File: config.mk
export PLATFORM = sky130hd
export DESIGN_NAME = sirq_level_prio
export DESIGN_NICKNAME = d
export VERILOG_FILES = /design/src/rtl/sirq_pkg.sv /design/src/rtl/sirq_swreg.sv /design/src/rtl/sirq_pend.sv /design/src/rtl/sirq_pick.sv /design/src/rtl/sirq_level_prio.sv
export SDC_FILE = /design/constraint.sdc
export NUM_CORES = 1
export LEC_CHECK = 0
export BUFFER_PORTS_ARGS = -buffer_cell sky130_fd_sc_hd__buf_2
export CORE_MARGIN = 3
export CORE_UTILIZATION = 35
export CTS_BUF_LIST = sky130_fd_sc_hd__clkbuf_8
export DETAILED_ROUTE_END_ITERATION = 6
export GPL_TIMING_DRIVEN = 0
export PLACE_DENSITY = 0.62
export SLEW_MARGIN = 30
export SYNTH_ARGS = -nofsm -noshare
export SYNTH_HDL_FRONTEND = slang
export SYNTH_HIERARCHICAL = 1
export SYNTH_SLANG_ARGS = --single-unit
File: constraint.sdc
create_clock -name clk -period 3.05 [get_ports clk]
set_input_delay 0.305 -clock clk [delete_from_list [all_inputs] [get_ports clk]]
set_output_delay 0.305 -clock clk [all_outputs]
set_load 0.1 [all_outputs]
File: src/rtl/sirq_pkg.sv
package sirq_pkg;

    typedef enum logic [1:0] {
        SW_SET = 2'd0,
        SW_CLR = 2'd1,
        SW_WR  = 2'd2,
        SW_NOP = 2'd3
    } sw_op_e;

    // decision taken on one evaluation
    typedef enum logic [1:0] {
        DEC_HOLD  = 2'd0,
        DEC_CLEAR = 2'd1,
        DEC_RAISE = 2'd2
    } dec_e;

    typedef struct packed {
        logic       req;
        logic [7:0] idx;
    } irq_state_t;

    function automatic logic [7:0] make_index(input logic [3:0] ttype,
                                              input logic [3:0] lvl);
        return {ttype, lvl};
    endfunction

endpackage

File: src/rtl/sirq_swreg.sv
module sirq_swreg #(
    parameter int SW_W   = 17,
    parameter int OPND_W = 32
) (
    input  logic              clk,
    input  logic              rst,
    input  logic              op_valid,
    input  logic [1:0]        op,
    input  logic [OPND_W-1:0] operand,
    output logic [SW_W-1:0]   value
);
    import sirq_pkg::*;

    logic [SW_W-1:0] opnd_m;
    logic [SW_W-1:0] nxt;

    assign opnd_m = operand[SW_W-1:0];

    always_comb begin
        nxt = value;
        if (op_valid) begin
            case (sw_op_e'(op))
                SW_SET:  nxt = value | opnd_m;
                SW_CLR:  nxt = value & ~opnd_m;
                SW_WR:   nxt = opnd_m;
                default: nxt = value;
            endcase
        end
    end

    always_ff @(posedge clk) begin
        if (rst) value <= '0;
        else     value <= nxt;
    end
endmodule

File: src/rtl/sirq_pend.sv
module sirq_pend #(
    parameter int LVL_N   = 16,
    parameter int TMR_LVL = 14
) (
    input  logic [LVL_N-1:0] ext,
    input  logic [LVL_N:0]   sw,
    output logic [LVL_N-1:0] pend,
    output logic             any
);
    logic tmr_hit;

    assign tmr_hit = sw[0] | sw[LVL_N];

    always_comb begin
        pend    = ext | sw[LVL_N-1:0];
        pend[0] = 1'b0;
        if (tmr_hit) pend[TMR_LVL] = 1'b1;
    end

    assign any = |pend;
endmodule

File: src/rtl/sirq_pick.sv
module sirq_pick #(
    parameter int LVL_N  = 16,
    parameter bit LEGACY = 1'b0,
    localparam int LVL_W = $clog2(LVL_N)
) (
    input  logic [LVL_N-1:0] pend,
    input  logic [LVL_W-1:0] cur_level,
    output logic             found,
    output logic [LVL_W-1:0] level
);
    logic [LVL_N-1:0] elig;

    assign elig[0] = 1'b0;

    for (genvar i = 1; i < LVL_N; i++) begin : g_lvl
        if (LEGACY && (i == LVL_N - 1)) begin : g_nmi
            assign elig[i] = pend[i];
        end else begin : g_mask
            assign elig[i] = pend[i] && (cur_level < LVL_W'(i));
        end
    end

    always_comb begin
        found = 1'b0;
        level = '0;
        for (int i = 1; i < LVL_N; i++) begin
            if (elig[i]) begin
                found = 1'b1;
                level = LVL_W'(i);
            end
        end
    end
endmodule

File: src/rtl/sirq_level_prio.sv
module sirq_level_prio #(
    parameter int         LVL_N     = 16,
    parameter int         OPND_W    = 32,
    parameter int         TL_W      = 3,
    parameter bit         LEGACY    = 1'b0,
    parameter logic [3:0] EXT_TYPE  = 4'h4,
    localparam int        LVL_W     = $clog2(LVL_N),
    localparam int        SW_W      = LVL_N + 1,
    localparam int        IDX_W     = 4 + LVL_W,
    localparam int        TMR_LVL   = LVL_N - 2
) (
    input  logic              clk,
    input  logic              rst,
    input  logic [LVL_N-1:0]  ext_req,
    input  logic              sw_op_valid,
    input  logic [1:0]        sw_op,
    input  logic [OPND_W-1:0] sw_operand,
    input  logic [LVL_W-1:0]  cur_level,
    input  logic              int_en,
    input  logic [TL_W-1:0]   trap_lvl,
    input  logic [IDX_W-1:0]  trap_type_cur,
    output logic [SW_W-1:0]   sw_reg,
    output logic              irq_req,
    output logic [IDX_W-1:0]  irq_index
);
    import sirq_pkg::*;

    logic [LVL_N-1:0] pend;
    logic             any_pend;
    logic             found;
    logic [LVL_W-1:0] win_lvl;
    logic [IDX_W-1:0] cand_idx;
    logic             suppress;
    logic             fire;
    dec_e             dec;

    // snapshots of the values used by the last evaluation
    logic [SW_W-1:0]  snap_sw;
    logic [LVL_N-1:0] snap_ext;
    logic [LVL_W-1:0] snap_lvl;
    logic             snap_en;
    logic [TL_W-1:0]  snap_tl;

    sirq_swreg #(.SW_W(SW_W), .OPND_W(OPND_W)) u_sw (
        .clk      (clk),
        .rst      (rst),
        .op_valid (sw_op_valid),
        .op       (sw_op),
        .operand  (sw_operand),
        .value    (sw_reg)
    );

    sirq_pend #(.LVL_N(LVL_N), .TMR_LVL(TMR_LVL)) u_pend (
        .ext  (ext_req),
        .sw   (sw_reg),
        .pend (pend),
        .any  (any_pend)
    );

    sirq_pick #(.LVL_N(LVL_N), .LEGACY(LEGACY)) u_pick (
        .pend      (pend),
        .cur_level (cur_level),
        .found     (found),
        .level     (win_lvl)
    );

    assign cand_idx = {EXT_TYPE, win_lvl};
    assign suppress = (trap_lvl != '0) && (trap_type_cur > cand_idx);

    assign fire = (sw_reg != snap_sw) || (ext_req != snap_ext) ||
                  (cur_level != snap_lvl) || (int_en != snap_en) ||
                  (trap_lvl != snap_tl);

    always_comb begin
        dec = DEC_HOLD;
        if (fire) begin
            if (!any_pend)                         dec = DEC_CLEAR;
            else if (int_en && found && !suppress) dec = DEC_RAISE;
        end
    end

    always_ff @(posedge clk) begin
        if (rst) begin
            snap_sw  <= '0;
            snap_ext <= '0;
            snap_lvl <= '0;
            snap_en  <= 1'b0;
            snap_tl  <= '0;
        end else begin
            snap_sw  <= sw_reg;
            snap_ext <= ext_req;
            snap_lvl <= cur_level;
            snap_en  <= int_en;
            snap_tl  <= trap_lvl;
        end
    end

    always_ff @(posedge clk) begin
        if (rst) begin
            irq_req   <= 1'b0;
            irq_index <= '0;
        end else begin
            case (dec)
                DEC_CLEAR: begin
                    irq_req   <= 1'b0;
                    irq_index <= '0;
                end
                DEC_RAISE: begin
                    irq_req   <= 1'b1;
                    irq_index <= cand_idx;
                end
                default: ;
            endcase
        end
    end
endmodule

==> out/metrics.cfg <==
[setup_path]
endpoint_kind = flip-flop
critical_path.top_delay_family = compound AO/OA/AOI/OAI gates
worstPathRequired_ns = 3.26
crit_type = flip-flop to flip-flop
critPathBufInv = 2
crit_chain = or4_4 -> o32ai_4 -> nand2_2 -> or3_4 -> inv_2 -> ha_4 -> a21oi_2 -> o21ai_2 -> a2111oi_4 -> o211a_1 -> ha_4 -> clkbuf_4 -> a21oi_2 -> nor2_1
slowest_stage = or4_4
arrival_ns = 3.53
max_stage_delay_ns = 0.56
start_kind = flip-flop
crit_path_max_fanout = 4

[placement]
place.gp.congestion = 0.846
hpwl_mm = 7.28
numPortBuffers = 74

[cts]
htree_levels = 3
numCtsBuffers = 9
clock_path_buffers = 2
path_clk_slew_ns = 0.07
ctsHoldBuffers = 0
cts_tree = done
cts-root-buf = clkbuf_8
insertion_delay_ns = 0.34
clock-sinks = 63

[sta]
maxSlewViolCount = 0
rsz0062_at_grt = true
tns_ns = -1.25
setup_ws_ns = -0.269
period_share_pct = 109
max_freq_ghz = 0.301
hold_viol = 0
layout_min_cycle_time_ns = 3.32
worst_pin_slew_ns = 0.530
relSlewSlack_pct = 64.6
setup_viol = 5
clock_skew_ns = 0.00693

[grt]
overflow = 0
grt_max_degree = 12
track_usage_pct = 17.1
grt_pass1_vias = 3069
antenna_found_initial = 0
grt_pass1_wl_mm = 15.2

[final_layout]
multi_input_area_sq_mm = 0.00216
fin_nets = 560
area_growth_pct = 29.3
diodes = 0
regArea_sq_mm = 0.00130
fillers = 919
drive_gt1_share_pct = 37.2
postLayoutCoreUtil_pct = 47.8

[floorplanning]
coreArea_sq_mm = 0.00950
die_h_um = 106
io_pins = 95
initial_core_util_pct = 37.0
die-area_sq_mm = 0.0113
fp-row-count = 35
fp.dieW_um = 106

[drt]
drt-vias-per-instance = 4.95
route.vias.total = 3052
routedWlPerCell_um = 15.4
wl_mm = 9.50
drtIter0Drc = 79
dr.pass1.iters = 4
remaining_drc_errors = 0
ant_nets = 0

[hold_path]
hold_path.class = primary input to flip-flop

[logic_synthesis]
netlist_instances = 385
ys_warn_count = 6
synth_area_per_cell_sq_um = 9.13
netlist_area_sq_mm = 0.00352

[power]
leakagePower_uw = 0.00186
total_power_uw = 2210
vdd_ir_drop_max_mv = 0.253
power.density_mw_per_mm2 = 485

[run_status]
status = finished with violations
violations = setup timing

[run]
maxCapViolations = 0

-- repair_timing --
item	in CTS	in global routing
buffers inserted	7	2
gates resized for setup	20	8
cloned	1	0
setup endpoints to repair	5	5
pin swaps	11	12
-- per-stage QoR --
stage	hold WS, ns	std cells	instance area, sq um	setup WS (ns)
global placement	0.488	590	4150	-0.660
finish	0.216	616	4550	-0.269
CTS	0.195	614	4500	-0.217
floorplan	0.433	387	3620	-0.284
detailed placement	0.489	590	4150	-0.716
global route	0.211	616	4550	-0.437
-- cells in the final DEF, fill, tap and decap left out, drive strengths merged, types with 17 or more instances in the layout --
master  count
buf       100
dfxtp      63
nor2b      42
xnor2      41
inv        33
nor2       19
clkbuf     19
mux2i      18
nand3b     18
a221oi     17
-- sequential cells by signal (all words and copies together) (netlist names) --
register    flops
snap_en         1
snap_sw        17
u_sw/value     17
snap_tl         3
snap_ext       16
snap_lvl        4
irq_index       5
-- power by group --
part           leakage (uW)  total [uW]  internal, uW  switching (uW)
Combinational       0.00122         576           214             362
Sequential         0.000527         906           867            38.6
Clock              0.000108         724           415             309
Total               0.00186        2210          1500             710
-- per-layer routing --
metal  routed length [um]  share of wire, %  up-vias  track usage [%]
met5                    0                 0        -                0
met1                 4220                44     1427             20.9
li1                     -                 -     1509                -
met3                  489               5.1       22             4.19
met4                  216               2.3        0             6.48
met2                 4570                48       94             28.8
-- worst paths after layout --
check                              startpoint                         to  slack (ns)  cells past startpoint
hold / removal                     ext_req[9]     snap_ext[9]$_SDFF_PP0_        0.22                      2
hold reg to reg     irq_index[1]$_SDFFE_PP0P_  irq_index[1]$_SDFFE_PP0P_        0.51                      2
setup reg to reg  u_sw/value[14]$_SDFFE_PP0P_  irq_index[0]$_SDFFE_PP0P_       -0.27                     14
setup / recovery  u_sw/value[14]$_SDFFE_PP0P_  irq_index[0]$_SDFFE_PP0P_       -0.27                     14
-- area by class of cell --
class,count,area share [%]
Tap cell,129,3.55
Clock inverter,5,1.10
Clock buffer,11,3.33
Buffer,24,3.52
Inverter,31,2.61
Multi-Input combinational cell,269,47.5
Sequential cell,63,28.6
Timing Repair Buffer,84,9.80
Power figures use the tool's default switching activity.
